<file path="src/rtl/acd_pkg.sv">
package acd_pkg;

   localparam int unsigned CODE_W = 3;

   // Operation codes presented on op_req
   localparam logic [3:0] OP_RD    = 4'd0;
   localparam logic [3:0] OP_WR    = 4'd1;
   localparam logic [3:0] OP_INC   = 4'd2;
   localparam logic [3:0] OP_DEC   = 4'd3;
   localparam logic [3:0] OP_KA_RD = 4'd4;
   localparam logic [3:0] OP_KA_WR = 4'd5;
   localparam logic [3:0] OP_AC_RD = 4'd6;
   localparam logic [3:0] OP_AC_WR = 4'd7;
   localparam logic [3:0] OP_KB_RD = 4'd8;
   localparam logic [3:0] OP_KB_WR = 4'd9;

   // Which credentials unlock an action
   typedef struct packed {
      logic by_a;
      logic by_b;
   } perm_t;

   localparam perm_t P_NONE = '{by_a: 1'b0, by_b: 1'b0};
   localparam perm_t P_A    = '{by_a: 1'b1, by_b: 1'b0};
   localparam perm_t P_B    = '{by_a: 1'b0, by_b: 1'b1};
   localparam perm_t P_AB   = '{by_a: 1'b1, by_b: 1'b1};

   function automatic logic perm_hit(input perm_t p, input logic key_b);
      return key_b ? p.by_b : p.by_a;
   endfunction

endpackage

</file>
<file path="src/rtl/acd_field_split.sv">
module acd_field_split
   import acd_pkg::*;
#(
   parameter int unsigned BLK_N = 4,
   localparam int unsigned AC_W = BLK_N * 6
) (
   input  logic [AC_W-1:0]               acw,
   output logic [BLK_N-1:0][CODE_W-1:0]  code_o,
   output logic                          fmt_err_o
);

   logic [BLK_N-1:0] pair_bad;

   for (genvar b = 0; b < BLK_N; b++) begin : g_blk
      logic [CODE_W-1:0] true_bits;
      logic [CODE_W-1:0] inv_bits;
      assign true_bits = {acw[3*BLK_N+b], acw[4*BLK_N+b], acw[5*BLK_N+b]};
      assign inv_bits  = {acw[b], acw[BLK_N+b], acw[2*BLK_N+b]};
      assign code_o[b] = true_bits;
      // a healthy pair always differs
      assign pair_bad[b] = |(true_bits ~^ inv_bits);
   end

   assign fmt_err_o = |pair_bad;

endmodule

</file>
<file path="src/rtl/acd_data_rules.sv">
module acd_data_rules
   import acd_pkg::*;
(
   input  logic [CODE_W-1:0] code_i,
   input  logic [3:0]        op_i,
   input  logic              key_b_i,
   output logic              allow_o
);

   perm_t p_rd, p_wr, p_inc, p_dec;

   always_comb begin
      p_rd  = P_NONE;
      p_wr  = P_NONE;
      p_inc = P_NONE;
      p_dec = P_NONE;
      unique case (code_i)
         3'b000: begin p_rd = P_AB; p_wr = P_AB; p_inc = P_AB; p_dec = P_AB; end
         3'b010: begin p_rd = P_AB; end
         3'b100: begin p_rd = P_AB; p_wr = P_B; end
         3'b110: begin p_rd = P_AB; p_wr = P_B; p_inc = P_B; p_dec = P_AB; end
         3'b001: begin p_rd = P_AB; p_dec = P_AB; end
         3'b011: begin p_rd = P_B;  p_wr = P_B; end
         3'b101: begin p_rd = P_B; end
         3'b111: begin end
         default: begin end
      endcase
   end

   always_comb begin
      case (op_i)
         OP_RD:   allow_o = perm_hit(p_rd,  key_b_i);
         OP_WR:   allow_o = perm_hit(p_wr,  key_b_i);
         OP_INC:  allow_o = perm_hit(p_inc, key_b_i);
         OP_DEC:  allow_o = perm_hit(p_dec, key_b_i);
         default: allow_o = 1'b0;
      endcase
   end

endmodule

</file>
<file path="src/rtl/acd_trailer_rules.sv">
module acd_trailer_rules
   import acd_pkg::*;
(
   input  logic [CODE_W-1:0] code_i,
   input  logic [3:0]        op_i,
   input  logic              key_b_i,
   output logic              allow_o,
   output logic              kb_open_o
);

   perm_t p_ka_wr, p_ac_rd, p_ac_wr, p_kb_rd, p_kb_wr;

   always_comb begin
      p_ka_wr = P_NONE;
      p_ac_rd = P_AB;
      p_ac_wr = P_NONE;
      p_kb_rd = P_NONE;
      p_kb_wr = P_NONE;
      kb_open_o = 1'b0;
      unique case (code_i)
         3'b000: begin
            p_ka_wr = P_A; p_ac_rd = P_A; p_kb_rd = P_A; p_kb_wr = P_A;
            kb_open_o = 1'b1;
         end
         3'b010: begin
            p_ac_rd = P_A; p_kb_rd = P_A;
            kb_open_o = 1'b1;
         end
         3'b001: begin
            p_ka_wr = P_A; p_ac_rd = P_A; p_ac_wr = P_A;
            p_kb_rd = P_A; p_kb_wr = P_A;
            kb_open_o = 1'b1;
         end
         3'b011: begin p_ka_wr = P_B; p_ac_wr = P_B; p_kb_wr = P_B; end
         3'b100: begin p_kb_wr = P_B; end
         3'b101, 3'b110, 3'b111: begin end
         default: begin end
      endcase
   end

   always_comb begin
      case (op_i)
         OP_KA_WR: allow_o = perm_hit(p_ka_wr, key_b_i);
         OP_AC_RD: allow_o = perm_hit(p_ac_rd, key_b_i);
         OP_AC_WR: allow_o = perm_hit(p_ac_wr, key_b_i);
         OP_KB_RD: allow_o = perm_hit(p_kb_rd, key_b_i);
         OP_KB_WR: allow_o = perm_hit(p_kb_wr, key_b_i);
         default:  allow_o = 1'b0; // key A read and arithmetic never
      endcase
   end

endmodule

</file>
<file path="src/rtl/acd_gate.sv">
module acd_gate
   import acd_pkg::*;
#(
   parameter int unsigned BLK_N   = 4,
   parameter int unsigned OP_W    = 4,
   parameter bit          REG_OUT = 1'b1,
   localparam int unsigned AC_W    = BLK_N * 6,
   localparam int unsigned IDX_W   = $clog2(BLK_N),
   localparam int unsigned TRL_IDX = BLK_N - 1
) (
   input  logic              clk,
   input  logic              rst_n,
   input  logic [AC_W-1:0]   trl_acc,
   input  logic [IDX_W-1:0]  blk_sel,
   input  logic              auth_key_b,
   input  logic [OP_W-1:0]   op_req,
   output logic              grant,
   output logic              fmt_bad,
   output logic              keyb_exposed
);

   if (BLK_N != 4) begin : g_bad_blk
      $error("acd_gate: sector must hold exactly four blocks");
   end
   if (OP_W != 4) begin : g_bad_op
      $error("acd_gate: operation code must be four bits wide");
   end

   logic [BLK_N-1:0][CODE_W-1:0] code_all;
   logic                         fmt_err;
   logic [CODE_W-1:0]            code_sel;
   logic                         dat_ok, trl_ok, kb_open;
   logic                         is_trl;
   logic                         grant_c, kbx_c;

   acd_field_split #(.BLK_N(BLK_N)) i_split (
      .acw       (trl_acc),
      .code_o    (code_all),
      .fmt_err_o (fmt_err)
   );

   assign code_sel = code_all[blk_sel];
   assign is_trl   = (blk_sel == IDX_W'(TRL_IDX));

   acd_data_rules i_data (
      .code_i  (code_sel),
      .op_i    (op_req),
      .key_b_i (auth_key_b),
      .allow_o (dat_ok)
   );

   acd_trailer_rules i_trl (
      .code_i    (code_all[TRL_IDX]),
      .op_i      (op_req),
      .key_b_i   (auth_key_b),
      .allow_o   (trl_ok),
      .kb_open_o (kb_open)
   );

   assign kbx_c   = !fmt_err && kb_open;
   assign grant_c = !fmt_err && !(kbx_c && auth_key_b) && (is_trl ? trl_ok : dat_ok);

   if (REG_OUT) begin : g_reg
      always_ff @(posedge clk or negedge rst_n) begin
         if (!rst_n) begin
            grant        <= 1'b0;
            fmt_bad      <= 1'b0;
            keyb_exposed <= 1'b0;
         end else begin
            grant        <= grant_c;
            fmt_bad      <= fmt_err;
            keyb_exposed <= kbx_c;
         end
      end
   end else begin : g_comb
      assign grant        = grant_c;
      assign fmt_bad      = fmt_err;
      assign keyb_exposed = kbx_c;
   end

endmodule

</file>
<file path="config.mk">
export PLATFORM = sky130hd
export DESIGN_NAME = acd_gate
export DESIGN_NICKNAME = d
export VERILOG_FILES = /design/src/rtl/acd_pkg.sv /design/src/rtl/acd_field_split.sv /design/src/rtl/acd_data_rules.sv /design/src/rtl/acd_trailer_rules.sv /design/src/rtl/acd_gate.sv
export SDC_FILE = /design/constraint.sdc
export NUM_CORES = 1
export LEC_CHECK = 0
export BUFFER_PORTS_ARGS = -buffer_cell sky130_fd_sc_hd__buf_4
export CORE_MARGIN = 2
export CORE_UTILIZATION = 25
export CTS_BUF_LIST = sky130_fd_sc_hd__clkbuf_8
export CTS_CLUSTER_SIZE = 16
export DETAILED_ROUTE_END_ITERATION = 8
export GPL_ROUTABILITY_DRIVEN = 0
export GPL_TIMING_DRIVEN = 0
export PLACE_DENSITY_LB_ADDON = 0.12
export SETUP_SLACK_MARGIN = 0.05
export SLEW_MARGIN = 15
export SYNTH_ARGS = -nofsm -noshare
export SYNTH_HDL_FRONTEND = slang
export SYNTH_HIERARCHICAL = 1
export SYNTH_SLANG_ARGS = --single-unit
export TNS_END_PERCENT = 100
</file>
<file path="constraint.sdc">
create_clock -name clk -period 0.8 [get_ports clk]
set_clock_uncertainty 0.15 [all_clocks]
set_input_delay 0.16 -clock clk [delete_from_list [all_inputs] [get_ports clk]]
set_output_delay 0.16 -clock clk [all_outputs]
set_load 0.005 [all_outputs]
</file>
Yosys cells after proc, flatten, opt, wreduce, memory -nomap -nowiden

Cells that the tools add are included.

Register bits after elaboration: 3
Input bits: 33
Output and inout bits: 3
Word-level logic and storage cells: 68

Magnitude comparators: 1
Eq/ne operators: 19
Muxes and demuxes: 24
Bitwise logic cells: 4
Reductions and logical operators: 17

Operators with widths:

| operator             | count |
|---|---|
| $pmux W2 S2          | 6 |
| $eq A3 B2 Y1 const B | 4 |
| $eq A3 B3 Y1 const B | 4 |
| $eq A4 B3 Y1 const B | 3 |
| $mux W1              | 12 |
| $reduce_or A12 Y1    | 1 |
| $xnor A3 B3 Y3       | 4 |
| $reduce_or A3 Y1     | 3 |
| $eq A4 B2 Y1 const B | 2 |
| $eq A4 B4 Y1 const B | 2 |
| $bmux W3 S2          | 1 |
| $eq A3 B1 Y1 const B | 2 |
| $logic_not A3 Y1     | 2 |
| $reduce_or A2 Y1     | 3 |
| $pmux W1 S5          | 1 |
| $reduce_or A5 Y1     | 1 |
| $eq A4 B1 Y1 const B | 1 |
| $logic_and A1 B1 Y1  | 4 |
| $logic_not A4 Y1     | 1 |
| $mux W2              | 2 |
| $pmux W1 S4          | 1 |
| $lt A2 B3 Y1 const B | 1 |
| $mux W3              | 1 |
| $eq A2 B2 Y1 const B | 1 |
| $logic_not A1 Y1     | 2 |

Depth between registers and ports, before layout

Depth in word-level cells: 9
Depth in mapped cells: 7

Cells and area by module

The synthesis kept the hierarchy.

Modules (own cells, without submodules):

| module            | times used | cells each | area an instance (sq um) | seq. area each (sq um) |
|---|---|---|---|---|
| acd_field_split   | 1          | 28         | 219.0                    | 0.0 |
| acd_gate          | 1          | 10         | 190.2                    | 75.1 |
| acd_data_rules    | 1          | 14         | 103.8                    | 0.0 |
| acd_trailer_rules | 1          | 16         | 103.8                    | 0.0 |

Worst setup path before layout

No wires, ideal clock.

Kind: input to register
Start point: in trl_acc[21]
End point: reg grant
Data arrival time: 1.658 ns
Required time: 0.539 ns
Slack: -1.119 ns
Stages: 7
Buffers on the path: 1
Cell sequence: buf_4 mux4_1 nor2b_1 o31ai_2 o2111a_1 a21oi_1 a2111oi_2

Cells in the longest elaborated chain, start to end: 9

RTL lines:

| element                                                  | RTL line             | source |
|---|---|---|
| start: declaration                                       | acd_gate.sv:13       | `input logic [AC_W-1:0] trl_acc,` |
| $bmux W3 S2 *                                            | acd_gate.sv:42       | `assign code_sel = code_all[blk_sel];` |
| $mux W3 (implied by the code) *                          | acd_gate.sv:42       |  |
| net code_sel[0]                                          | acd_gate.sv:31       | `logic [CODE_W-1:0] code_sel;` |
| $eq A3 B2 Y1, or another cell as far along               | acd_data_rules.sv:17 | `unique case (code_i)` |
| $reduce_or A5 Y1 (no line), or another cell as far along | --                   |  |
| $pmux W2 S2 / $mux W2 (equally long branches)            | acd_data_rules.sv:17 |  |
| $mux W1                                                  | acd_pkg.sv:29        | `return key_b ? p.by_b : p.by_a;` |
| $pmux W1 S4 *                                            | acd_data_rules.sv:31 | `case (op_i)` |
| net dat_ok                                               | acd_gate.sv:32       | `logic dat_ok, trl_ok, kb_open;` |
| $mux W1 *                                                | acd_gate.sv:61       | `assign grant_c = !fmt_err && !(kbx_c && auth_key_b) && (is_trl ? trl_ok : dat_ok);` |
| $logic_and A1 B1 Y1 *                                    | acd_gate.sv:61       |  |
| net grant_c                                              | acd_gate.sv:34       | `logic grant_c, kbx_c;` |
| end signal: assignment                                   | acd_gate.sv:70       | `grant <= grant_c;` |
| end: declaration                                         | acd_gate.sv:17       | `output logic grant,` |

The timed path passes the listed nets; every way through them passes the cells marked *. The select of a mux whose other input is x is not followed.

Worst setup path in the final report

Start point: in trl_acc[23]
End point: reg grant

The elaborated chain is that of the path after synthesis.

==> metrics.cfg <==
[clocking]
root_buffer=clkbuf_8
tritoncts=yes
clk_path_buf_depth=2
cts.sinks=3
h-tree-depth=1
clk_pin_slew_ns=0.03
cts_buffers=3

[placement]
hpwl_microns=1300
portBuffers=35
place_area_sq_um=915
dpl.cell_count=131

[floorplan]
start_util_pct=27.1
fp-row-count=17
chipWidth_microns=53.7
die_h_microns=53.7
fp.dieArea_sq_mm=0.00288
core_area_sq_mm=0.00228
io_pins=36

[sta]
fmax_ghz=0.565
min_period_ns=1.77
maxSlewHeadroom_pct=79.9
finalHoldViolCount=0
finalCritPeriodShare_pct=221
setup_viol=6
slew_violations=0
tightest_slew_ns=0.299
rsz0062_at_grt=true
fin_ws_ns=-0.969

[yosys]
yosys_register_bits=3
syn_avg_cell_area_sq_um=9.07
synth_fp_nets=101
netlist_instances=68
yosysWarnings=6
yosysSeqAreaShare_pct=12.2
netlist_area_sq_um=617
ys_types=28

[run_status]
status=complete, but fails checks
violations=setup timing

[routing]
remaining_drc_errors=0
wl_per_cell_microns=11.4
drtIter0Drc=16
drtAntennaViolNets=0
vias=656
drt_pre_antenna_iters=4
vias_per_cell=4.79
wirelength_microns=1560

[layout]
fin_cells=137
syn2layout_area_growth_pct=70.0
nNetsFinal=143
drive_above_1_share_pct=59.6
antennaDiodeCount=0
layout_commonest_cell=buf_4
most-common-layout-cells=38 x buf_4, 11 x xnor2_1, 10 x buf_6
final_area_sq_mm=0.00105
post-route-util_pct=46.1

[setup_path]
path_delay_family=compound AO/OA/AOI/OAI gates
startpoint_type=input pin
crit_type=input pin to register
crit_slowest_cell=mux4_2
path_buf_inv=2
worstPathArrival_ns=1.72
crit_top_cell=buf_6
max_stage_delay_ns=0.49
path_depth=8
required_ns=0.75
worstPathCellList=buf_6 > buf_6 > mux4_2 > nor2b_4 > o31ai_2 > o2111a_1 > a21oi_2 > a2111oi_2
crit_fanout=5
endpoint_kind=register

[power]
ir_worst_vdd_mv=0.530
power_density_mw_per_mm2=998
power.leakage_nw=0.461

[global_route]
grt_pass1_wl_microns=2770
grt_max_degree=11
grt_antenna_before_repair=0
grt_usage_pct=13.0
grt_pass1_vias=710
grt.overflow.total=0

[job]
max_cap_viol_count=0

[min_path]
worst_hold_path_type=input pin to register
hold_depth=2

-- synthesized netlist by cell type --
cell type,count,share of area (%)
a2111oi_2,1,2.4
a21boi_1,1,1.2
a21oi_1,3,2.4
a222oi_1,1,1.6
a2bb2oi_1,1,1.4
and2b_4,1,1.6
and3b_2,1,1.6
buf_4,12,15
dfrtp_1,3,12
inv_1,3,1.8
mux4_1,3,13
nand2_1,2,1.2
nand3_1,3,2.4
nand3b_1,1,1.2
nor2_1,1,0.61
nor2b_1,3,3.0
nor2b_4,1,2.2
nor3b_1,3,3.7
nor4_1,3,3.0
o2111a_1,1,1.8
o211ai_1,1,1.2
o21ai_0,1,0.81
o21ai_1,2,1.6
o221ai_1,1,1.4
o311a_1,1,1.6
o31ai_1,1,1.2
o31ai_2,1,2.0
xnor2_1,12,17
-- report_power, final --
group	switching, W	internal (W)	total (W)
logic	0.000181	0.000291	0.000472
clock network	0.0000949	0.000326	0.000421
registers	0.0000000224	0.000153	0.000153
total	0.000276	0.000770	0.00105
-- per-layer routing --
| metal | global-route usage, % | wire (microns) |
|---|---|---|
| met1 | 13.9 | 661 |
| met2 | 24.2 | 818 |
| met3 | 2.78 | 78 |
| met4 | 5.13 | 5 |
| met5 | 0 | 0 |
-- registers in the layout, indices dropped and copies added (netlist names) --
name	cells
keyb_exposed	1
fmt_bad	1
grant	1
-- through the flow --
| stage | total power [W] | hold slack [ns] | worst slack [ns] | setup TNS (ns) |
|---|---|---|---|---|
| after floorplan | 0.000385 | -0.286 | -1.01 | -1.38 |
| after global placement | 0.000577 | -0.201 | -1.30 | -2.42 |
| after detailed placement | 0.000582 | -0.200 | -1.28 | -2.36 |
| after CTS | 0.00104 | 0.0851 | -0.994 | -2.11 |
| after global routing | 0.00111 | 0.101 | -1.03 | -2.25 |
| final | 0.00105 | 0.0920 | -0.969 | -2.10 |
-- path summary, 6_finish.rpt --
| check | from | endpoint | slack (ns) |
|---|---|---|---|
| worst min-delay path | auth_key_b | grant | 0.09 |
| worst max-delay path | trl_acc[23] | grant | -0.97 |
| max in group asynchronous | rst_n | keyb_exposed | 0.27 |
| min in group asynchronous | rst_n | grant | 0.14 |
-- cell type report --
class                      count  area (sq um)
fill                         223          1230
buffer                        12           105
tap                           28          35.0
inverter                       3          11.3
clock buffer                   3          41.3
sequential                     3          75.1
clock inverter                 1          3.75
timing repair buffer          37           303
multi-input combinational     50           474
-- timing repair --
item	4_1_cts	5_1_grt
setup endpoints to repair	6	6
setup buffers	1	0
hold endpoints to repair	3	0
pin swaps	2	1
resized for setup	5	11
hold buffers	1	0
-- cells by family after synthesis --
kind of cell              after synthesis  share of synthesized area [%]
DFF                                     3                           12.2
and+or+nand+nor                        19                           20.7
muxes                                   3                           12.8
AOI/OAI and AO/OA                      16                           20.9
xor gates and xnor gates               12                           17.0
buffers and inverters                  15                           16.4
No activity file was read; power rests on OpenSTA's default activity.
